<file path="config.mk">
export PLATFORM = sky130hd
export DESIGN_NAME = irq_sticky_agg
export DESIGN_NICKNAME = d
export VERILOG_FILES = /design/src/rtl/irq_agg_pkg.sv /design/src/rtl/irq_sync.sv /design/src/rtl/irq_regport.sv /design/src/rtl/irq_pend_bank.sv /design/src/rtl/irq_sticky_agg.sv
export SDC_FILE = /design/constraint.sdc
export NUM_CORES = 1
export LEC_CHECK = 0
export BUFFER_PORTS_ARGS = -buffer_cell sky130_fd_sc_hd__clkbuf_2
export CAP_MARGIN = 20
export CORE_UTILIZATION = 50
export CTS_BUF_LIST = sky130_fd_sc_hd__clkbuf_16
export CTS_CLUSTER_SIZE = 24
export DETAILED_ROUTE_END_ITERATION = 12
export GPL_ROUTABILITY_DRIVEN = 0
export GPL_TIMING_DRIVEN = 1
export PLACE_DENSITY = 0.8
export SETUP_SLACK_MARGIN = 0.05
export SYNTH_ARGS = -nofsm -noshare
export SYNTH_HDL_FRONTEND = slang
export SYNTH_SLANG_ARGS = --single-unit
</file>
<file path="constraint.sdc">
create_clock -name clk -period 2 [get_ports clk]
set_clock_uncertainty 0.05 [all_clocks]
set_input_delay 0.4 -clock clk [delete_from_list [all_inputs] [get_ports clk]]
set_output_delay 0.4 -clock clk [all_outputs]
set_load 0.1 [all_outputs]
</file>
<file path="src/rtl/irq_agg_pkg.sv">
package irq_agg_pkg;

   localparam logic [7:0]  OFF_LEVEL  = 8'hB0;
   localparam logic [7:0]  OFF_ENABLE = 8'hC0;
   localparam logic [7:0]  OFF_PEND   = 8'hD0;

   localparam logic [31:0] IMPL_MASK_DEFAULT = 32'h000F_EEFF;

   typedef enum logic [1:0] {
      WSEL_NONE   = 2'd0,
      WSEL_ENABLE = 2'd1,
      WSEL_PEND   = 2'd2,
      WSEL_LEVEL  = 2'd3
   } word_sel_e;

endpackage

</file>
<file path="src/rtl/irq_sync.sv">
module irq_sync #(
   parameter int unsigned WIDTH  = 16,
   parameter int unsigned STAGES = 2
) (
   input  logic             clk,
   input  logic             rst_n,
   input  logic [WIDTH-1:0] async_i,
   output logic [WIDTH-1:0] sync_o
);

   generate
      if (STAGES == 1) begin : g_bad_stages
         $error("irq_sync: STAGES must be 0 or at least 2");
      end

      if (STAGES == 0) begin : g_bypass
         assign sync_o = async_i;
      end else begin : g_chain
         logic [STAGES-1:0][WIDTH-1:0] chain_q;

         always_ff @(posedge clk or negedge rst_n) begin
            if (!rst_n) begin
               chain_q <= '0;
            end else begin
               chain_q[0] <= async_i;
               for (int s = 1; s < STAGES; s++) begin
                  chain_q[s] <= chain_q[s-1];
               end
            end
         end

         assign sync_o = chain_q[STAGES-1];

         if (STAGES == 2) begin : g_lag_check
            logic [1:0] age_q;
            always_ff @(posedge clk or negedge rst_n) begin
               if (!rst_n)             age_q <= 2'd0;
               else if (age_q != 2'd2) age_q <= age_q + 2'd1;
            end

            AST_LEVEL_LAG: assert property (@(posedge clk) disable iff (!rst_n)
               (age_q == 2'd2) |-> (sync_o == $past(async_i, 2)));
         end
      end
   endgenerate

endmodule

</file>
<file path="src/rtl/irq_regport.sv">
module irq_regport
   import irq_agg_pkg::*;
#(
   parameter int unsigned ADDR_W = 8,
   parameter int unsigned DATA_W = 32,
   parameter int unsigned N_IRQ  = 16
) (
   input  logic              clk,
   input  logic              rst_n,
   input  logic              sel_i,
   input  logic              wr_i,
   input  logic [ADDR_W-1:0] addr_i,
   input  logic [DATA_W-1:0] en_i,
   input  logic [DATA_W-1:0] pend_i,
   input  logic [N_IRQ-1:0]  level_i,
   output logic              wr_en_o,
   output logic              wr_pend_o,
   output logic [DATA_W-1:0] rdata_o
);

   localparam logic [ADDR_W-1:0] A_LEVEL  = ADDR_W'(OFF_LEVEL);
   localparam logic [ADDR_W-1:0] A_ENABLE = ADDR_W'(OFF_ENABLE);
   localparam logic [ADDR_W-1:0] A_PEND   = ADDR_W'(OFF_PEND);

   word_sel_e         hit;
   logic [DATA_W-1:0] level_ext;

   always_comb begin
      level_ext = '0;
      level_ext[N_IRQ-1:0] = level_i;
   end

   always_comb begin
      unique case (addr_i)
         A_ENABLE: hit = WSEL_ENABLE;
         A_PEND:   hit = WSEL_PEND;
         A_LEVEL:  hit = WSEL_LEVEL;
         default:  hit = WSEL_NONE;
      endcase
   end

   assign wr_en_o   = sel_i && wr_i && (hit == WSEL_ENABLE);
   assign wr_pend_o = sel_i && wr_i && (hit == WSEL_PEND);

   always_comb begin
      rdata_o = '0;
      if (sel_i) begin
         case (hit)
            WSEL_ENABLE: rdata_o = en_i;
            WSEL_PEND:   rdata_o = pend_i;
            WSEL_LEVEL:  rdata_o = level_ext;
            default:     rdata_o = '0;
         endcase
      end
   end

   AST_WR_EXCLUSIVE: assert property (@(posedge clk) disable iff (!rst_n)
      $onehot0({wr_en_o, wr_pend_o}));

endmodule

</file>
<file path="src/rtl/irq_pend_bank.sv">
module irq_pend_bank #(
   parameter int unsigned       N_IRQ     = 16,
   parameter int unsigned       DATA_W    = 32,
   parameter logic [DATA_W-1:0] IMPL_MASK = '1
) (
   input  logic              clk,
   input  logic              rst_n,
   input  logic [N_IRQ-1:0]  level_i,
   input  logic              wr_en_i,
   input  logic              wr_pend_i,
   input  logic [DATA_W-1:0] wdata_i,
   output logic [DATA_W-1:0] en_o,
   output logic [DATA_W-1:0] pend_o,
   output logic              irq_o
);

   logic [DATA_W-1:0] en_q, pend_q, hw_set, pend_d;

   genvar gi;
   generate
      for (gi = 0; gi < DATA_W; gi++) begin : g_set
         if (gi < N_IRQ && IMPL_MASK[gi]) begin : g_live
            assign hw_set[gi] = level_i[gi] & en_q[gi];
         end else begin : g_dead
            assign hw_set[gi] = 1'b0;
         end
      end
   endgenerate

   always_comb begin
      if (wr_pend_i) pend_d = (wdata_i & IMPL_MASK) | hw_set;
      else           pend_d = pend_q | hw_set;
   end

   always_ff @(posedge clk or negedge rst_n) begin
      if (!rst_n) begin
         en_q   <= '0;
         pend_q <= '0;
      end else begin
         if (wr_en_i) en_q <= wdata_i & IMPL_MASK;
         pend_q <= pend_d;
      end
   end

   assign en_o   = en_q;
   assign pend_o = pend_q;
   assign irq_o  = |(pend_q & en_q);

   AST_UNIMPL_ZERO: assert property (@(posedge clk) disable iff (!rst_n)
      ((en_q & ~IMPL_MASK) == '0) && ((pend_q & ~IMPL_MASK) == '0));

   AST_STICKY_HOLD: assert property (@(posedge clk) disable iff (!rst_n)
      !wr_pend_i |=> ((pend_q & $past(pend_q)) == $past(pend_q)));

   AST_NO_SET_DISABLED: assert property (@(posedge clk) disable iff (!rst_n)
      !wr_pend_i |=> ((pend_q & ~$past(pend_q) & ~$past(en_q)) == '0));

   AST_HW_SET_WINS: assert property (@(posedge clk) disable iff (!rst_n)
      wr_pend_i |=> ((pend_q & $past(hw_set)) == $past(hw_set)));

endmodule

</file>
<file path="src/rtl/irq_sticky_agg.sv">
module irq_sticky_agg
   import irq_agg_pkg::*;
#(
   parameter int unsigned       N_IRQ       = 16,
   parameter int unsigned       DATA_W      = 32,
   parameter int unsigned       ADDR_W      = 8,
   parameter int unsigned       SYNC_STAGES = 2,
   parameter logic [DATA_W-1:0] IMPL_MASK   = DATA_W'(IMPL_MASK_DEFAULT)
) (
   input  logic              clk,
   input  logic              rst_n,
   input  logic [N_IRQ-1:0]  irq_in,
   input  logic              reg_sel,
   input  logic              reg_wr,
   input  logic [ADDR_W-1:0] reg_addr,
   input  logic [DATA_W-1:0] reg_wdata,
   output logic [DATA_W-1:0] reg_rdata,
   output logic              irq_out
);

   generate
      if (N_IRQ == 0 || N_IRQ > DATA_W) begin : g_bad_width
         $error("irq_sticky_agg: N_IRQ must be 1..DATA_W");
      end
      if (ADDR_W < 8) begin : g_bad_addr
         $error("irq_sticky_agg: ADDR_W must cover the register offsets");
      end
   endgenerate

   logic [N_IRQ-1:0]  level;
   logic [DATA_W-1:0] en_w, pend_w;
   logic              wr_en, wr_pend;

   irq_sync #(
      .WIDTH  (N_IRQ),
      .STAGES (SYNC_STAGES)
   ) u_sync (
      .clk     (clk),
      .rst_n   (rst_n),
      .async_i (irq_in),
      .sync_o  (level)
   );

   irq_regport #(
      .ADDR_W (ADDR_W),
      .DATA_W (DATA_W),
      .N_IRQ  (N_IRQ)
   ) u_port (
      .clk       (clk),
      .rst_n     (rst_n),
      .sel_i     (reg_sel),
      .wr_i      (reg_wr),
      .addr_i    (reg_addr),
      .en_i      (en_w),
      .pend_i    (pend_w),
      .level_i   (level),
      .wr_en_o   (wr_en),
      .wr_pend_o (wr_pend),
      .rdata_o   (reg_rdata)
   );

   irq_pend_bank #(
      .N_IRQ     (N_IRQ),
      .DATA_W    (DATA_W),
      .IMPL_MASK (IMPL_MASK)
   ) u_bank (
      .clk       (clk),
      .rst_n     (rst_n),
      .level_i   (level),
      .wr_en_i   (wr_en),
      .wr_pend_i (wr_pend),
      .wdata_i   (reg_wdata),
      .en_o      (en_w),
      .pend_o    (pend_w),
      .irq_o     (irq_out)
   );

   AST_OUT_LOW_AFTER_RESET: assert property (@(posedge clk)
      $rose(rst_n) |-> !irq_out);

endmodule

</file>
After elaboration in Yosys (flattened, before gate mapping)
Cells that the tools add are included.
{"block": "classes", "n_eq_ne": 6, "n_mux": 4, "bitwise_logic": 17, "n_reduce_logical": 4}
{"op": "32-bit case mux with 3 select lines", "n": 1}
{"op": "32-bit 2-to-1 mux", "n": 2}
{"op": "32-bit by 20-bit AND with 32-bit output", "n": 1}
{"op": "32-bit by 16-bit bitwise OR with 32-bit output", "n": 1}
{"op": "32-bit OR reduction", "n": 1}
{"op": "8-bit == test, second input constant", "n": 3}
{"op": "20-bit by 16-bit bitwise OR with 20-bit output", "n": 1}
{"op": "1-bit AND", "n": 14}
{"op": "2-bit case mux with 3 select lines", "n": 1}
{"op": "2-bit == test, second input constant", "n": 2}
{"op": "1-bit logical AND", "n": 3}
{"op": "2-bit by 1-bit == test with 1-bit output, second input constant", "n": 1}
{"block": "word_totals", "reg_bits": 82, "in_bits": 60, "word_cells": 35}

Depth between registers and ports, before layout
Gate-level depths: netlist of run 1.
{"block": "depth", "ltp_word": 5, "depth_mapped": 6}

Modules after synthesis
From an unflattened synthesis of run 1, not the netlist that was laid out.
{"block": "hier_totals", "cells_unflattened": 279, "hier_area_um2": 3464.6}
{"mod": "irq_pend_bank", "n_inst": 1, "cells_each": 131, "area_per_inst_um2": 1744.2, "seq_area_each_um2": 900.9}
{"mod": "irq_sync", "n_inst": 1, "cells_each": 48, "area_per_inst_um2": 920.9, "seq_area_each_um2": 800.8}
{"mod": "irq_regport", "n_inst": 1, "cells_each": 100, "area_per_inst_um2": 799.5, "seq_area_each_um2": 0.0}

Worst setup path before layout of run 1
OpenSTA, ideal clock, no wires.
{"block": "synth_timing", "kind": "input port to output port", "startpoint": "input port reg_addr[3]", "endpoint": "output port reg_rdata[10]", "arrival_time_ps": 3380, "required_ps": 1550, "path_slack_ps": -1830, "path_stages": 5, "path_buffers": 1, "path_cell_list": "nor4_4 and2_4 o21ai_0 clkbuf_1 o21ai_0"}
{"block": "synth_via", "elab_chain_len": 5, "word_cells_on_any_way": 9, "cone_classes": "eq/ne: 6; mux: 3"}
{"item": "start: declaration", "line_no": "irq_sticky_agg.sv:15", "source": "input logic [ADDR_W-1:0] reg_addr,"}
{"item": "8-bit == test", "line_no": "irq_regport.sv:34", "source": "unique case (addr_i)"}
{"item": "2-bit case mux with 3 select lines (*)", "line_no": "irq_regport.sv:34"}
{"item": "2-bit == test / 2-bit by 1-bit == test with 1-bit output (equally long branches)", "line_no": "irq_regport.sv:48", "source": "case (hit)"}
{"item": "32-bit case mux with 3 select lines (*)", "line_no": "irq_regport.sv:48"}
{"item": "32-bit 2-to-1 mux (*)", "line_no": "irq_regport.sv:47", "source": "if (sel_i) begin"}
{"item": "end: declaration", "line_no": "irq_sticky_agg.sv:17", "source": "output logic [DATA_W-1:0] reg_rdata,"}
Mark *: on every way between the ends. The rest lies on a longest branch, timed or not.

Final worst setup path of run 1
{"block": "layout_timing", "startpoint": "register u_bank.pend_q[14] (netlist: u_bank.pend_o[14])", "endpoint": "output port irq_out"}
{"block": "layout_via", "elab_chain_len": 2}
{"item": "start: declaration", "line_no": "irq_pend_bank.sv:17", "source": "logic [DATA_W-1:0] en_q, pend_q, hw_set, pend_d;"}
{"item": "start signal: assignment", "line_no": "irq_pend_bank.sv:41", "source": "pend_q <= pend_d;"}
{"item": "32-bit by 20-bit AND with 32-bit output", "line_no": "irq_pend_bank.sv:47", "source": "assign irq_o = |(pend_q & en_q);"}
{"item": "32-bit OR reduction", "line_no": "irq_pend_bank.sv:47"}
{"item": "end: declaration", "line_no": "irq_sticky_agg.sv:18", "source": "output logic irq_out"}
Every way passes these cells.

==> results.toml, run 1 <==
[status]
status = "finished with violations"
violations = "setup timing"

[global_route]
grt_first_pass_wirelength_um = 11700
grt-ovfl-total = 0
grt_usage_pct = 27.0
grt_max_degree = 69
grt_pass1_vias = 2281
grt_antenna_before_repair = 0

[placed_design]
pre_cts_slack_ps = -145
hpwl_um = 4480
io_buffers = 66
dp_cells = 372

[die]
ios = 93
start_util_pct = 51.9
die_h_um = 77.9
die_w_um = 77.9
core-area_mm2 = 0.00554
num_rows = 27
die_area_mm2 = 0.00606

[setup_path]
slowest_stage = "dfrtp_1"
cp-end-kind = "primary output"
critPathRequiredTime_ps = 1550
setup.worst_path.class = "flip-flop to primary output"
cp_num_buf_inv = 1
cp-start-kind = "flip-flop"
path_max_fanout = 3
critical_path.cell_chain = "a22o_1 > a221oi_2 > and3_1 > nand4_1 > buf_12"
cp_top_family = "compound AO/OA/AOI/OAI gates"
critPathMaxStageDelay_ps = 420
crit_arrival_ps = 1900

[detailed_routing]
drt_iter0_markers = 144
finalWirelength_um = 8330
vias = 2246
vias_per_cell = 5.66
drtAntennaViolNets = 0
drc = 0
dr.pass1.iters = 4
wl_per_cell_um = 21.0

[cts]
cts.sinks = 68
cts_root_buf = "clkbuf_16"
clockBufferDepth = 2
cts_buffers = 9
ctsHoldBuffers = 0
path_clk_slew_ps = 60
clock_latency_ps = 330
cts_tree = "yes"
htreeDepth = 3

[yosys]
synth_seq_cells = 68
ys_types = 25
ys_seq_area_share_pct = 59.2
syn_area_mm2 = 0.00288
postSynthCellCount = 231
yosys_warnings = 0
synth_area_per_cell_um2 = 12.5

[power]
irDropWorstVdd_v = 0.000667
powerDensity_mw_per_mm2 = 746
p_leak_nw = 2.03

[timing]
worst_slack_ps = -350
finalHoldViolCount = 0
rsz0062_at_grt = "true"
period_needed_ps = 2350
slew_violations = 0
setup_viol = 19
layout_worst_path_cycle_share_pct = 117
fmax_mhz = 426
tns_ps = -2960

[layout]
finalNonFillerCells = 397
syn_to_final_growth_pct = 58.3
fill_cells = 276
diodes = 0
layout_common_cells = "dfrtp_1 (68), clkbuf_2 (39), nand2_1 (29)"
layout.nets = 380
drive_gt1_share_pct = 56.6
final_common_cell = "dfrtp_1"

[min_path]
holdCritPathClass = "primary input to asynchronous set/reset pin"

[run]
cap_violations = 0
[repair_timing]
action	CTS	global route
buffers inserted	5	5
endpoints found under the hold margin	0	0
gates resized for setup	48	23
setup endpoints to repair	21	21
pin swaps	31	16
[registers in the layout, summed over array words and instances, names as in the netlist]
name                    count
u_bank.en_o                18
u_bank.pend_o              18
u_sync.g_chain.chain_q     16
u_sync.sync_o              16
[path summary, 6_finish.rpt]
| check | from | depth (start not counted) | slack [ps] | end |
|---|---|---|---|---|
| min in group clk | irq_in[14] | 1 | 120 | u_sync.g_chain.chain_q[14] |
| setup / recovery | u_bank.pend_o[14] | 5 | -350 | irq_out |
| hold / removal | rst_n | 2 | 30 | u_sync.sync_o[10] |
| max in group asynchronous | rst_n | 2 | 1590 | u_sync.g_chain.chain_q[8] |
| hold reg to reg | u_sync.g_chain.chain_q[8] | 0 | 300 | u_sync.sync_o[8] |
| setup reg to reg | u_bank.pend_o[5] | 3 | 1040 | u_bank.pend_o[5] |
[per-stage QoR]
stage / hold slack [ps] / total power [mW] / utilization (%) / cell area [um^2]
final: 25.5 / 3.40 / 82.2 / 4550
after detailed placement: 285 / 1.83 / 70.8 / 3920
after CTS: 43.2 / 3.38 / 80.2 / 4440
after floorplan: 54.4 / 1.70 / - / 3170
after global routing: 56.0 / 3.50 / 82.2 / 4550
after global placement: 281 / 1.82 / 70.8 / 3920
[synthesized netlist by cell type, drive strengths merged]
cell	n	area, um^2
nand2	43	161
nor4	1	21.3
dfrtp	68	1700
a22o	3	26.3
and2	3	21.3
o21ai	15	75.1
nor2	1	3.75
nor4bb	1	10.0
a221oi	3	26.3
mux2i	14	140
a22oi	21	158
and3	4	25.0
mux2	22	285
clkbuf	4	15.0
nor2b	4	25.0
buf	18	128
nand3	1	17.5
nand4	2	12.5
conb	1	3.75
and4b	2	20.0
[report_power, final]
group / internal [mW] / switching, mW / total (mW) / leakage [nW]
Combinational: 0.121 / 0.253 / 0.375 / 1.10
Clock: 0.957 / 0.593 / 1.55 / 0.137
Sequential: 1.43 / 0.0439 / 1.47 / 0.802
Total: 2.51 / 0.890 / 3.40 / 2.03
[layer usage]
metal / vias to the layer above / routed length, um / track usage, %
li1: 975 / - / -
met1: 1156 / 3260 / 31.7
met2: 93 / 4430 / 45.6
met3: 22 / 393 / 6.12
met4: 0 / 243 / 15.1
met5: - / 0 / 0
[kinds of logic after synthesis]
| logic type | synth area share [%] |
|---|---|
| other | 0.130 |
| DFF | 59.2 |
| AOI/OAI and AO/OA | 9.92 |
| muxes | 14.8 |
| and+or+nand+nor | 11.0 |
| buffers and inverters | 4.96 |
[final cells by class]
cell class	count	area [um^2]	area share, %
sequential	68	1700	37.4
multi-input combinational	152	1500	32.8
timing repair buffer	89	976	21.4
clock buffer	9	225	4.95
tap	72	90.1	1.98
clock inverter	7	66.3	1.46
No activity file was read; power rests on OpenSTA's default activity.
==> inputs of run 2 (changes only) <==
==> constraint.sdc (replaced) <==
create_clock -name clk -period 2 [get_ports clk]
set_clock_uncertainty 0.05 [all_clocks]
set_input_delay 0.2 -clock clk [delete_from_list [all_inputs] [get_ports clk]]
set_output_delay 0.2 -clock clk [all_outputs]
set_load 0.1 [all_outputs]
==> run 2 against run 1 <==
Effect of this change:
- the run still ends with setup timing left
- clock power increased by 15%
- register-to-register slack improved by 20 ps
- worst setup slack improved by 340 ps
- maximum frequency increased by 17%
- critical path depth unchanged
- via count is 2.8% lower
- sequential power about the same
- wire length shrank 16%
- cell area decreased by 4.7%
- utilization is 3.8 points lower
- critical path type unchanged
- critical endpoint unchanged
- highest routed layer unchanged
==> results.toml, run 2 (synthesis gave the netlist of run 1 again) <==
[layout]
finalInstanceArea_mm2 = 0.00434
register_area_mm2 = 0.00170
layout.nets = 387
final_common_cell = "dfrtp_1"
drive_gt1_share_pct = 43.4
multiInputGateArea_mm2 = 0.00127
syn_to_final_growth_pct = 50.9
finalNonFillerCells = 404
diodes = 0
fill_cells = 337
final_core_util_pct = 78.4
layout_common_cells = "dfrtp_1 (68), clkbuf_2 (44), nand2_1 (43)"

[timing]
worstMarginPinSlew_ps = 578
slew_violations = 0
fmax_mhz = 498
setup_viol = 1
worst_slack_ps = -9.24
maxSlewHeadroom_pct = 61.5
period_needed_ps = 2010
finalHoldViolCount = 0
rsz0062_at_grt = "true"
fin_hold_ws_ps = 62.3
layout_worst_path_cycle_share_pct = 100

[status]
violations = "setup timing"
status = "finished with violations"

[placed_design]
placed_area_mm2 = 0.00377
hpwl_um = 4480
io_buffers = 66
dp_cells = 366

[setup_path]
timing.rr.start = "u_bank.en_o[10]"
critPathMaxStageDelay_ps = 400
cp_num_buf_inv = 1
setup.worst_path.class = "flip-flop to primary output"
path_max_fanout = 3
critPathRequiredTime_ps = 1750
cp-start-kind = "flip-flop"
cp.depth = 5
r2r-end = "u_bank.en_o[10]"
cp_top_family = "compound AO/OA/AOI/OAI gates"
r2r_cells = 2
reg2reg_slack_ps = 1060
endpoint = "irq_out"
cp-end-kind = "primary output"
crit_arrival_ps = 1760
worstSetupStartpoint = "u_bank.pend_o[14]"
critical_path.cell_chain = "a22o_1 > a221oi_2 > and3_1 > nand4_1 > buf_12"
slowest_stage = "dfrtp_1"

[detailed_routing]
finalWirelength_um = 7000
dr.pass1.iters = 4
drt_iter0_markers = 156
drc = 0
wl_per_cell_um = 17.3
vias = 2184
drtAntennaViolNets = 0
vias_per_cell = 5.41

[power]
p_seq_share_pct = 40.5
irDropWorstVdd_v = 0.000668
p_sw_mw = 0.845
internal-power_mw = 2.77
power_mw = 3.61
p_leak_nw = 2.01
combPwrFrac_pct = 10.3
pwr-share-clk_pct = 49.2
sw_frac_of_total_pct = 23.4
powerDensity_mw_per_mm2 = 832

[cts]
htreeDepth = 3
path_clk_slew_ps = 50
cts_buffers = 9
cts_tree = "yes"
clock_latency_ps = 330
cts_root_buf = "clkbuf_16"
cts.sinks = 68
clockBufferDepth = 2

[die]
die_area_mm2 = 0.00606
ios = 93
core-area_mm2 = 0.00554
start_util_pct = 51.9
die_w_um = 77.9
num_rows = 27
die_h_um = 77.9

[global_route]
grt_antenna_before_repair = 0
grt_first_pass_wirelength_um = 11600
grt_pass1_vias = 2382
grt_max_degree = 31
grt-ovfl-total = 0
grt_usage_pct = 26.2

[min_path]
holdCritPathClass = "primary input to flip-flop"

[run]
cap_violations = 0
run 2: changes by cell type in the layout (fill, tap and decap cells not counted), sizes merged:
cell	delta
dlygate4sd3	+17
buf	-13
clkbuf	+3
bufinv	+2
clkinvlp	-1
inv	-1
run 2: through the flow:
stage,TNS (ps),setup slack [ps]
3_5_place_dp,0,154
6_report,-9.24,-9.24
3_3_place_gp,0,212
5_1_grt,-108,-108
4_1_cts,0,0.738
2_1_floorplan,-70.5,-70.5
run 2: area by class of cell:
| type | count | area share [%] |
|---|---|---|
| repair buffers | 96 | 21.6 |
| clock buffers | 9 | 5.19 |
| well taps | 72 | 2.07 |
| multi-input cells | 152 | 29.3 |
| flip-flops and latches | 68 | 39.2 |
| clock inverters | 7 | 2.65 |
run 2: per-layer routing:
layer / routed length (um) / global-route usage [%] / share of wire [%]
met1: 2900 / 30.8 / 41
met2: 3790 / 45.5 / 54
met3: 214 / 6.12 / 3.1
met4: 104 / 11.3 / 1.5
met5: 0 / 0 / 0
run 2: timing repair:
item                                    CTS  global route
setup buffers                             5             0
endpoints found under the setup margin    1             1
endpoints found under the hold margin    40             0
resized for setup                         3             0
hold buffers                             17             0
pin swaps                                 1             2
run 2: power by group through the flow:
| stage | combinational, mW | sequential, mW | clock, mW |
|---|---|---|---|
| after floorplan | 0.222 | 1.47 | 0 |
| after global placement | 0.330 | 1.48 | 0 |
| after detailed placement | 0.337 | 1.48 | 0 |
| after CTS | 0.373 | 1.46 | 1.80 |
| after global routing | 0.394 | 1.47 | 1.88 |
| final | 0.372 | 1.46 | 1.78 |
run 2: how the worst min path moves through the flow:
| stage | depth (start not counted) | end | start | slack, ps |
|---|---|---|---|---|
| CTS | 3 | u_bank.pend_o[15] | reg_wdata[15] | 60 |
| global route | 2 | u_bank.en_o[16] | reg_wdata[16] | 70 |
| finish | 3 | u_bank.pend_o[9] | reg_wdata[9] | 60 |
| detailed placement | 1 | u_bank.en_o[3] | rst_n | 170 |
| global placement | 1 | u_bank.en_o[3] | rst_n | 160 |
| floorplan | 0 | u_bank.en_o[0] | rst_n | -150 |
run 2: tightest hold or removal path, stage by stage:
cell      delay (ps)
clkbuf_2          90
mux2i_1           60
nand2_1           60
==> inputs of run 3 (changes only) <==
- REMOVE_ABC_BUFFERS: unset -> 1
==> run 3 against run 2 <==
Effect of this change:
- the flow still finishes with violations (setup timing)
- utilization fell by 2.5 points
- worst setup slack got worse by 7.7 ps
- sequential cell count did not move
- maximum frequency fell by 0.38%
- critical path type unchanged
- critical endpoint unchanged
- highest routed layer unchanged
==> results.toml, run 3 (synthesis gave the netlist of run 1 again) <==
[die]
start_util_pct = 51.9
num_rows = 27
die_area_mm2 = 0.00606
die_h_um = 77.9
ios = 93
die_w_um = 77.9
core-area_mm2 = 0.00554

[detailed_routing]
vias_per_cell = 5.29
finalWirelength_um = 6700
routed.top_layer = "met4"
drc = 0
dr.pass1.iters = 4
drtAntennaViolNets = 0
wl_met3_um = 331
wl_per_cell_um = 16.3
drt_iter0_markers = 128
vias = 2178
routed-wl-met2_um = 3700
met1Wirelength_um = 2570

[layout]
syn_to_final_growth_pct = 46.1
final_common_cell = "dfrtp_1"
diodes = 0
drive_gt1_share_pct = 38.5
multiInputGateArea_mm2 = 0.00111
fill_cells = 340
register_area_mm2 = 0.00170
finalInstanceArea_mm2 = 0.00420
layout.nets = 395
layout_common_cells = "dfrtp_1 (68), clkbuf_2 (44), nand2_1 (43)"

[global_route]
grt_pass1_vias = 2344
grt_max_degree = 69
grt_usage_pct = 24.7
grt-ovfl-total = 0
grt_antenna_before_repair = 0
grt_first_pass_wirelength_um = 11100

[setup_path]
critical_path.cell_chain = "a22o_1 > a221oi_2 > and3_1 > nand4_1 > buf_12"
critPathRequiredTime_ps = 1750
path_max_fanout = 2
cp_top_family = "compound AO/OA/AOI/OAI gates"
critPathMaxStageDelay_ps = 380
worstSetupStartpoint = "u_bank.pend_o[10]"
crit_arrival_ps = 1770
reg2reg_slack_ps = 940
cp-start-kind = "flip-flop"
timing.rr.start = "u_bank.en_o[5]"
cp-end-kind = "primary output"
slowest_stage = "dfrtp_1"
setup.worst_path.class = "flip-flop to primary output"
cp_num_buf_inv = 1

[timing]
fin_hold_ws_ps = 58.6
finalHoldViolCount = 0
period_needed_ps = 2020
worst_slack_ps = -16.9
setup_viol = 1
rsz0062_at_grt = "true"
layout_worst_path_cycle_share_pct = 101
fmax_mhz = 496
slew_violations = 0

[cts]
path_clk_slew_ps = 50
htreeDepth = 3
clockBufferDepth = 2
cts_root_buf = "clkbuf_16"
cts.sinks = 68
cts_tree = "yes"
cts_buffers = 9
clock_latency_ps = 320

[status]
violations = "setup timing"
status = "finished with violations"

[run]
cap_violations = 0

[min_path]
hp-start = "reg_wdata[11]"
holdCritPathClass = "primary input to flip-flop"

[placed_design]
io_buffers = 66
hpwl_um = 4300
placed_area_mm2 = 0.00365

[power]
p_leak_nw = 1.99
irDropWorstVdd_v = 0.000745
powerDensity_mw_per_mm2 = 827
## run 3: worst min-delay path: cells and delay by family
kind | cells | cell delay (ps)
buffers and inverters | 1 | 90
muxes | 1 | 60
and+or+nand+nor | 1 | 60
## run 3: worst paths after layout
kind,to,cells past startpoint
worst max-delay path,irq_out,5
worst min-delay path,u_bank.pend_o[11],3
max in group asynchronous,u_sync.g_chain.chain_q[6],3
worst min register to register,u_sync.sync_o[14],0
worst max register to register,u_bank.en_o[5],3
min in group asynchronous,u_sync.sync_o[0],3
## run 3: report_power, final
part / internal, mW / total [mW] / switching, mW / leakage [nW]
Clock: 1.08 / 1.65 / 0.564 / 0.153
Sequential: 1.43 / 1.46 / 0.0327 / 0.802
Combinational: 0.127 / 0.367 / 0.240 / 1.03
Total: 2.64 / 3.48 / 0.837 / 1.99
## run 3: metal layers
layer  vias to the layer above  track usage [%]
met3                        11             6.71
met2                        70             44.4
met4                         0             10.2
li1                       1001                -
met5                         -                0
met1                      1096             27.5
## run 3: final cells by class
type / count / area share [%]
flip-flops and latches: 68 / 40.5
repair buffers: 104 / 23.5
well taps: 72 / 2.14
multi-input cells: 152 / 26.3
clock buffers: 9 / 5.36
clock inverters: 7 / 2.20
## run 3: stage by stage
step	total power [mW]	utilization (%)	instances	setup TNS [ps]	worst slack, ps
after floorplan	1.67	-	220	-49760	-2280
after global placement	1.80	65.9	373	0	106
after detailed placement	1.82	65.9	373	0	89.6
after CTS	3.50	75.7	411	0	18.8
after global routing	3.59	75.9	412	-71.9	-71.9
final	3.48	75.9	412	-16.9	-16.9
## run 3: what timing repair did
action,4_1_cts,5_1_grt
endpoints found under the hold margin,84,0
hold buffers,17,0
pin swaps,2,0
endpoints found under the setup margin,1,10
gates resized for setup,3,11
setup buffers,5,1
